--- src/rtl/blit_pkg.sv ---
package blit_pkg;
   typedef enum logic [2:0] {
      ST_IDLE,
      ST_CHECK,
      ST_FILL,
      ST_RD,
      ST_WR,
      ST_DIRTY,
      ST_DONE
   } blit_state_e;

   localparam logic OP_FILL = 1'b0;
   localparam logic OP_COPY = 1'b1;
endpackage

--- src/rtl/blit_rect_check.sv ---
// Combinational validation of one rectangle against hard limits and surface.
module blit_rect_check #(
   parameter int COORD_W = 13,
   parameter int MAX_W   = 2368,
   parameter int MAX_H   = 1770
) (
   input  logic signed [COORD_W-1:0] x,
   input  logic signed [COORD_W-1:0] y,
   input  logic signed [COORD_W-1:0] w,
   input  logic signed [COORD_W-1:0] h,
   input  logic        [COORD_W-1:0] surf_w,
   input  logic        [COORD_W-1:0] surf_h,
   output logic                      ok
);
   localparam int EW = COORD_W + 1;
   localparam logic signed [EW-1:0] LIM_W = EW'(MAX_W);
   localparam logic signed [EW-1:0] LIM_H = EW'(MAX_H);

   logic signed [EW-1:0] xe, ye, we, he, swe, she, right_e, bottom_e;
   logic x_bad, y_bad;

   assign xe       = EW'(x);
   assign ye       = EW'(y);
   assign we       = EW'(w);
   assign he       = EW'(h);
   assign swe      = $signed({1'b0, surf_w});
   assign she      = $signed({1'b0, surf_h});
   assign right_e  = xe + we;
   assign bottom_e = ye + he;

   assign x_bad = xe[EW-1] || we[EW-1] || (xe > LIM_W) || (we > LIM_W) || (right_e > swe);
   assign y_bad = ye[EW-1] || he[EW-1] || (ye > LIM_H) || (he > LIM_H) || (bottom_e > she);
   assign ok    = !x_bad && !y_bad;
endmodule

--- src/rtl/blit_line_base.sv ---
// Byte address of the first pixel of a row segment.
module blit_line_base #(
   parameter int COORD_W  = 13,
   parameter int ADDR_W   = 24,
   parameter int BPP_W    = 3,
   parameter int STRIDE_W = 16
) (
   input  logic [COORD_W-1:0]  x,
   input  logic [COORD_W-1:0]  y,
   input  logic [BPP_W-1:0]    bpp,
   input  logic [STRIDE_W-1:0] stride,
   output logic [ADDR_W-1:0]   addr
);
   assign addr = ADDR_W'(bpp) * ADDR_W'(x) + ADDR_W'(stride) * ADDR_W'(y);
endmodule

--- src/rtl/blit_fill_byte.sv ---
// Selects the colour byte for the current position inside a pixel.
module blit_fill_byte #(
   parameter int MAX_BPP = 4,
   parameter int PH_W    = 2
) (
   input  logic [8*MAX_BPP-1:0] colour,
   input  logic [PH_W-1:0]      phase,
   output logic [7:0]           byte_o
);
   generate
      if ((MAX_BPP & (MAX_BPP - 1)) == 0 && MAX_BPP > 1) begin : g_pow2
         assign byte_o = colour[{phase, 3'b000} +: 8];
      end else begin : g_mux
         always_comb begin
            byte_o = colour[7:0];
            for (int i = 1; i < MAX_BPP; i++) begin
               if (phase == PH_W'(i)) byte_o = colour[8*i +: 8];
            end
         end
      end
   endgenerate
endmodule

--- src/rtl/blit_rect_engine.sv ---
module blit_rect_engine
   import blit_pkg::*;
#(
   parameter int COORD_W  = 13,
   parameter int MAX_W    = 2368,
   parameter int MAX_H    = 1770,
   parameter int ADDR_W   = 24,
   parameter int STRIDE_W = 16,
   parameter int MAX_BPP  = 4,
   parameter int BPP_W    = $clog2(MAX_BPP + 1),
   parameter int COLOUR_W = 8 * MAX_BPP
) (
   input  logic                      clk,
   input  logic                      rst_n,
   input  logic                      cmd_valid,
   output logic                      cmd_ready,
   input  logic                      cmd_op,
   input  logic signed [COORD_W-1:0] src_x,
   input  logic signed [COORD_W-1:0] src_y,
   input  logic signed [COORD_W-1:0] dst_x,
   input  logic signed [COORD_W-1:0] dst_y,
   input  logic signed [COORD_W-1:0] rect_w,
   input  logic signed [COORD_W-1:0] rect_h,
   input  logic [COLOUR_W-1:0]       fill_colour,
   input  logic [BPP_W-1:0]          pix_bytes,
   input  logic [STRIDE_W-1:0]       line_stride,
   input  logic [COORD_W-1:0]        surf_w,
   input  logic [COORD_W-1:0]        surf_h,
   output logic                      mem_rd_en,
   output logic [ADDR_W-1:0]         mem_rd_addr,
   input  logic [7:0]                mem_rd_data,
   output logic                      mem_wr_en,
   output logic [ADDR_W-1:0]         mem_wr_addr,
   output logic [7:0]                mem_wr_data,
   output logic                      dirty_valid,
   input  logic                      dirty_ready,
   output logic [COORD_W-1:0]        dirty_x,
   output logic [COORD_W-1:0]        dirty_y,
   output logic [COORD_W-1:0]        dirty_w,
   output logic [COORD_W-1:0]        dirty_h,
   output logic                      done,
   output logic                      done_ok
);
   localparam int LINE_W = COORD_W + BPP_W;
   localparam int PH_W   = (MAX_BPP > 1) ? $clog2(MAX_BPP) : 1;
   localparam int N_RECT = 2;   // index 0 source, index 1 destination

   generate
      if (MAX_BPP < 1) begin : g_bad_bpp
         $error("MAX_BPP must be at least 1");
      end
      if (MAX_W >= (1 << (COORD_W - 1)) || MAX_H >= (1 << (COORD_W - 1))) begin : g_bad_coord
         $error("COORD_W too narrow for the coordinate limits");
      end
      if (COLOUR_W != 8 * MAX_BPP) begin : g_bad_colour
         $error("COLOUR_W must be 8*MAX_BPP");
      end
   endgenerate

   blit_state_e state;

   // latched command
   logic                      op_q;
   logic signed [COORD_W-1:0] sx_q, sy_q, dx_q, dy_q, w_q, h_q;
   logic [COLOUR_W-1:0]       col_q;
   logic [BPP_W-1:0]          bpp_q;
   logic [STRIDE_W-1:0]       stride_q;
   logic [COORD_W-1:0]        sw_q, sh_q;

   // run state
   logic                      ok_q, rev_q;
   logic [ADDR_W-1:0]         src_line, dst_line, src_ptr, dst_ptr;
   logic [LINE_W-1:0]         nbytes_q, col_left;
   logic [COORD_W-1:0]        row_left;
   logic [PH_W-1:0]           phase_q;

   // validation and base address per rectangle
   logic signed [COORD_W-1:0] rx [N_RECT];
   logic signed [COORD_W-1:0] ry [N_RECT];
   logic signed [COORD_W-1:0] ys [N_RECT];
   logic                      rok [N_RECT];
   logic [ADDR_W-1:0]         base_c [N_RECT];
   logic                      rev_c, bpp_ok, valid_c;
   logic [LINE_W-1:0]         nbytes_c;
   logic [ADDR_W-1:0]         span_c;

   assign rx[0] = sx_q;
   assign ry[0] = sy_q;
   assign rx[1] = dx_q;
   assign ry[1] = dy_q;

   assign rev_c = (op_q == OP_COPY) &&
                  ((dy_q > sy_q) || ((dy_q == sy_q) && (dx_q > sx_q)));

   generate
      for (genvar g = 0; g < N_RECT; g++) begin : g_rect
         assign ys[g] = rev_c ? (ry[g] + (h_q - COORD_W'(1))) : ry[g];

         blit_rect_check #(
            .COORD_W(COORD_W), .MAX_W(MAX_W), .MAX_H(MAX_H)
         ) u_check (
            .x(rx[g]), .y(ry[g]), .w(w_q), .h(h_q),
            .surf_w(sw_q), .surf_h(sh_q), .ok(rok[g])
         );

         blit_line_base #(
            .COORD_W(COORD_W), .ADDR_W(ADDR_W), .BPP_W(BPP_W), .STRIDE_W(STRIDE_W)
         ) u_base (
            .x($unsigned(rx[g])), .y($unsigned(ys[g])),
            .bpp(bpp_q), .stride(stride_q), .addr(base_c[g])
         );
      end
   endgenerate

   assign bpp_ok   = (bpp_q != '0) && (bpp_q <= BPP_W'(MAX_BPP));
   assign valid_c  = bpp_ok && rok[1] && ((op_q == OP_FILL) || rok[0]);
   assign nbytes_c = LINE_W'(bpp_q) * LINE_W'($unsigned(w_q));
   assign span_c   = ADDR_W'(nbytes_c - LINE_W'(1));

   // per-byte stepping
   logic              last_col, last_row, adv;
   logic [ADDR_W-1:0] stride_a, nspan_a, nx_src_line, nx_dst_line, nx_src_ptr, nx_dst_ptr;
   logic [PH_W-1:0]   nx_phase;

   assign last_col = (col_left == LINE_W'(1));
   assign last_row = (row_left == COORD_W'(1));
   assign adv      = (state == ST_FILL) || (state == ST_WR);
   assign stride_a = ADDR_W'(stride_q);
   assign nspan_a  = ADDR_W'(nbytes_q - LINE_W'(1));

   always_comb begin
      nx_src_line = rev_q ? src_line - stride_a : src_line + stride_a;
      nx_dst_line = rev_q ? dst_line - stride_a : dst_line + stride_a;
      if (last_col) begin
         nx_src_ptr = rev_q ? nx_src_line + nspan_a : nx_src_line;
         nx_dst_ptr = rev_q ? nx_dst_line + nspan_a : nx_dst_line;
         nx_phase   = '0;
      end else begin
         nx_src_ptr = rev_q ? src_ptr - ADDR_W'(1) : src_ptr + ADDR_W'(1);
         nx_dst_ptr = rev_q ? dst_ptr - ADDR_W'(1) : dst_ptr + ADDR_W'(1);
         nx_phase   = (phase_q == PH_W'(bpp_q - BPP_W'(1))) ? '0 : phase_q + PH_W'(1);
      end
   end

   // control
   always_ff @(posedge clk or negedge rst_n) begin
      if (!rst_n) begin
         state <= ST_IDLE;
         ok_q  <= 1'b0;
      end else begin
         case (state)
            ST_IDLE:  if (cmd_valid) state <= ST_CHECK;
            ST_CHECK: begin
               ok_q <= valid_c;
               if (!valid_c)                    state <= ST_DONE;
               else if (w_q == '0 || h_q == '0) state <= ST_DIRTY;
               else if (op_q == OP_COPY)        state <= ST_RD;
               else                             state <= ST_FILL;
            end
            ST_FILL:  if (last_col && last_row) state <= ST_DIRTY;
            ST_RD:    state <= ST_WR;
            ST_WR:    state <= (last_col && last_row) ? ST_DIRTY : ST_RD;
            ST_DIRTY: if (dirty_ready) state <= ST_DONE;
            ST_DONE:  state <= ST_IDLE;
            default:  state <= ST_IDLE;
         endcase
      end
   end

   // command capture
   always_ff @(posedge clk or negedge rst_n) begin
      if (!rst_n) begin
         op_q <= 1'b0; sx_q <= '0; sy_q <= '0; dx_q <= '0; dy_q <= '0;
         w_q <= '0; h_q <= '0; col_q <= '0; bpp_q <= '0; stride_q <= '0;
         sw_q <= '0; sh_q <= '0;
      end else if (state == ST_IDLE && cmd_valid) begin
         op_q <= cmd_op; sx_q <= src_x; sy_q <= src_y; dx_q <= dst_x; dy_q <= dst_y;
         w_q <= rect_w; h_q <= rect_h; col_q <= fill_colour; bpp_q <= pix_bytes;
         stride_q <= line_stride; sw_q <= surf_w; sh_q <= surf_h;
      end
   end

   // datapath
   always_ff @(posedge clk or negedge rst_n) begin
      if (!rst_n) begin
         rev_q <= 1'b0; src_line <= '0; dst_line <= '0; src_ptr <= '0; dst_ptr <= '0;
         nbytes_q <= '0; col_left <= '0; row_left <= '0; phase_q <= '0;
      end else if (state == ST_CHECK) begin
         rev_q    <= rev_c;
         nbytes_q <= nbytes_c;
         col_left <= nbytes_c;
         row_left <= $unsigned(h_q);
         phase_q  <= '0;
         src_line <= base_c[0];
         dst_line <= base_c[1];
         src_ptr  <= rev_c ? base_c[0] + span_c : base_c[0];
         dst_ptr  <= rev_c ? base_c[1] + span_c : base_c[1];
      end else if (adv) begin
         src_ptr  <= nx_src_ptr;
         dst_ptr  <= nx_dst_ptr;
         phase_q  <= nx_phase;
         if (last_col) begin
            col_left <= nbytes_q;
            row_left <= row_left - COORD_W'(1);
            src_line <= nx_src_line;
            dst_line <= nx_dst_line;
         end else begin
            col_left <= col_left - LINE_W'(1);
         end
      end
   end

   logic [7:0] fill_b;

   blit_fill_byte #(.MAX_BPP(MAX_BPP), .PH_W(PH_W)) u_fill (
      .colour(col_q), .phase(phase_q), .byte_o(fill_b)
   );

   assign cmd_ready   = (state == ST_IDLE);
   assign mem_rd_en   = (state == ST_RD);
   assign mem_rd_addr = src_ptr;
   assign mem_wr_en   = adv;
   assign mem_wr_addr = dst_ptr;
   assign mem_wr_data = (state == ST_WR) ? mem_rd_data : fill_b;
   assign dirty_valid = (state == ST_DIRTY);
   assign dirty_x     = $unsigned(dx_q);
   assign dirty_y     = $unsigned(dy_q);
   assign dirty_w     = $unsigned(w_q);
   assign dirty_h     = $unsigned(h_q);
   assign done        = (state == ST_DONE);
   assign done_ok     = ok_q;
endmodule

--- config.mk ---
export PLATFORM = sky130hd
export DESIGN_NAME = blit_rect_engine
export DESIGN_NICKNAME = d
export VERILOG_FILES = /design/src/rtl/blit_pkg.sv /design/src/rtl/blit_rect_check.sv /design/src/rtl/blit_line_base.sv /design/src/rtl/blit_fill_byte.sv /design/src/rtl/blit_rect_engine.sv
export SDC_FILE = /design/constraint.sdc
export NUM_CORES = 2
export LEC_CHECK = 0
export ABC_AREA = 0
export ABC_CLOCK_PERIOD_IN_PS = 10880
export BUFFER_PORTS_ARGS = -buffer_cell sky130_fd_sc_hd__buf_2
export CAP_MARGIN = 10
export CORE_MARGIN = 5
export CORE_UTILIZATION = 45
export CTS_CLUSTER_DIAMETER = 100
export DETAILED_ROUTE_END_ITERATION = 16
export PLACE_DENSITY = 0.69
export SYNTH_ARGS = -nofsm -noshare
export SYNTH_HDL_FRONTEND = slang
export SYNTH_SLANG_ARGS = --single-unit
export TNS_END_PERCENT = 50
--- constraint.sdc ---
create_clock -name clk -period 10.88 [get_ports clk]
set_input_delay 0.544 -clock clk [delete_from_list [all_inputs] [get_ports clk]]
set_output_delay 0.544 -clock clk [all_outputs]
set_load 0.01 [all_outputs]
==> impl_metrics.ini <==
[timing]
slew_violations = 0
fmax_ghz = 0.0963
slew_headroom = 0.382
finalClockSkew_ns = 0.0287
final.period_utilization = 0.954
hold_viol = 0
setup_viol = 0
tightest_slew_ns = 0.927
fin_crit_ns = 10.38

[synthesis]
syn_area_per_cell_sq_um = 8.28
synthFlopType = dfrtp_1
synthCells = 5466
ys_types = 99
synth_nets = 6533
synth_seq_cells = 304
synth_warnings = 0
syn_area_sq_mm = 0.0453
seq_area_frac_synth = 0.168
synth_edf_count = 0
async_flop_share = 1.00

[global_route]
grt_max_degree = 191
grt_util_all_layers = 0.275
antenna_found_initial = 5
grt_pass1_vias = 40628
grt_pass1_wl_mm = 233
grt-ovfl-total = 0

[route]
viasPerCell = 5.81
wire_per_inst_um = 21.3
vias = 40966
drtIter0Drc = 3261
drt_first_pass_iters = 6
drc = 0
drtAntennaViolNets = 0
wl_mm = 150

[placement]
gp_congestion = 0.956
numPortBuffers = 281
placedCellCount = 6966
dpl.hpwl_mm = 118

[clocking]
worstSkewPairLatency_ns = 0.62
cts.sinks = 304
cts-root-buf = clkbuf_16
htree_levels = 2
cts_tree = yes
path_clk_slew_ns = 0.06
clockBufferDepth = 3
cts_buffers = 42

[setup_path]
crit_required_ns = 11.42
timing.critical_path.mode_cell = inv_1
path_depth = 46
crit_fanout = 23
cp.buffers_inverters = 9
r2r_cells = 46
slowest_delay_ns = 0.58
crit_family = compound AO/OA/AOI/OAI gates
start_kind = register
worstSetupPathType = register to register
critPathSlowestCell = fa_1
critPathArrivalTime_ns = 10.93
end_kind = register

[floorplanning]
die_h_um = 327
std_cell_rows = 116
dieArea_sq_mm = 0.107
start_util = 0.453
die_w_um = 327
core_area_sq_mm = 0.100
ioPinCount = 282

[finish]
area_growth_pct = 10.9
num-fill-cells = 9433
final_cells = 7048
drive_above_1_share = 0.120
nets = 6786
post-route-util = 0.502

[worst_hold_path]
hold_class = input port to register
holdPathStages = 3

[outcome]
status = completed

[power]
ir_drop_v = 0.000104
p_leak_nw = 25.1
powerDensity_mw_per_mm2 = 52.1

[run]
cap_violations = 0
## tightest hold or removal path, delay by kind of cell
| family | cells | cell delay [ns] |
|---|---|---|
| buf+inv | 1 | 0.07 |
| compound gates | 1 | 0.06 |
| simple gates | 1 | 0.04 |
## power breakdown
group | internal [mW] | leakage (nW) | switching, mW
clock | 0.831 | 0.683 | 0.591
combinational | 0.0252 | 20.6 | 0.0382
sequential | 1.13 | 3.82 | 0
total | 1.99 | 25.1 | 0.629
## metrics by stage
| stage | setup slack (ns) | hold slack [ns] | TNS, ns | area [sq um] | total power, mW |
|---|---|---|---|---|---|
| after floorplan | 0.102 | 0.248 | 0 | 45300 | 1.15 |
| after global placement | 0.295 | 0.463 | 0 | 48600 | 1.22 |
| after detailed placement | 0.216 | 0.471 | 0 | 48600 | 1.22 |
| after CTS | 0.129 | 0.113 | 0 | 50000 | 2.65 |
| after global routing | -0.0475 | 0.140 | -0.0943 | 50200 | 2.69 |
| final | 0.497 | 0.136 | 0 | 50200 | 2.62 |
## sequential cells by signal, summed over array words and instances (netlist names), 16 cells and up
| signal | flops |
|---|---|
| col_q | 32 |
| dst_line | 24 |
| mem_rd_addr | 24 |
| mem_wr_addr | 24 |
| src_line | 24 |
| col_left | 16 |
| nbytes_q | 16 |
| stride_q | 16 |
## placed cells by master, fill, tap and decap left out, types with 26 or more instances in the layout
master       n
nor3_1      87
o21ai_0    322
a211oi_1    72
clkbuf_16   44
fa_1       390
xnor2_1    211
dfrtp_1    302
xor2_1     106
nor4_1      30
o21bai_1    51
nor2_1     327
inv_1      685
a21oi_1    325
nand4_1     26
mux2_2     107
nor2b_1     47
buf_4      135
o211ai_1    49
or3_1       36
mux2i_1     29
a21o_1      84
nand2b_1    54
buf_2      280
nand2_1    705
o21a_1      67
a31oi_1     59
ha_1       508
nand3_1     70
and2_1     158
## kinds of logic (layout without fill, tap and decap cells)
group                    after synthesis  count (layout)  share of synthesized area
AO/OA/AOI/OAI                       1253            1253                      0.175
XOR/XNOR                             323             323                     0.0634
adder cells (fa/ha/maj)              900             900                      0.313
buffers and inverters                902            1184                     0.0755
flip-flops                           304             304                      0.168
multiplexers                         144             144                     0.0370
other                                  0               2                          0
AND/OR/NAND/NOR                     1640            1640                      0.167
## layer usage
| layer | share of wire | routed length (um) | GRT usage | up-vias |
|---|---|---|---|---|
| li1 | - | - | - | 19014 |
| met1 | 0.42 | 62600 | 0.363 | 20032 |
| met2 | 0.46 | 69400 | 0.458 | 1586 |
| met3 | 0.074 | 11000 | 0.0390 | 332 |
| met4 | 0.046 | 6850 | 0.107 | 2 |
| met5 | 0.000087 | 13 | 0 | - |
## cell type report
type,count,area (sq um),area share
antenna,2,5.00,0.0000997
timing repair buffer,424,2540,0.0507
clock buffer,60,1260,0.0251
sequential,304,7610,0.152
clock inverter,13,135,0.00269
multi-input combinational,4260,34500,0.686
tap,1298,1620,0.0323
inverter,687,2580,0.0513
## repair_timing
item | CTS | global route
resized for setup | 0 | 41
buffers inserted | 0 | 6
endpoints found under the hold margin | 57 | 0
hold buffers | 1 | 0
setup endpoints to repair | 0 | 13
## synthesized netlist by cell type, types with 49 or more instances
master	n	area share
o21ai_0	325	0.036
xor2_1	106	0.021
and2_1	158	0.022
o21a_1	67	0.011
nand2_1	707	0.059
o21bai_1	51	0.0085
fa_1	390	0.17
nor3_1	92	0.010
dfrtp_1	304	0.17
ha_1	509	0.14
o211ai_1	49	0.0081
a211oi_1	74	0.012
clkbuf_1	192	0.016
a31oi_1	59	0.0082
inv_1	685	0.057
nor2_1	330	0.027
nand3_1	70	0.0077
mux2_2	107	0.027
nand2b_1	54	0.0075
a21o_1	86	0.014
a21oi_1	328	0.036
xnor2_1	214	0.041
## final timing paths
kind	from	end	slack [ns]
max	sx_q[1]$_DFFE_PN0P_	mem_rd_addr[21]$_DFFE_PN0P_	0.50
min	rect_w[12]	dirty_w[12]$_DFFE_PN0P_	0.14
max in group asynchronous	rst_n	rev_q$_DFFE_PN0P_	8.27
min in group asynchronous	rst_n	stride_q[12]$_DFFE_PN0P_	0.51
min reg2reg	done_ok$_DFFE_PN0P_	done_ok$_DFFE_PN0P_	0.48
max reg2reg	sx_q[1]$_DFFE_PN0P_	mem_rd_addr[21]$_DFFE_PN0P_	0.50
Power figures use the tool's default switching activity.
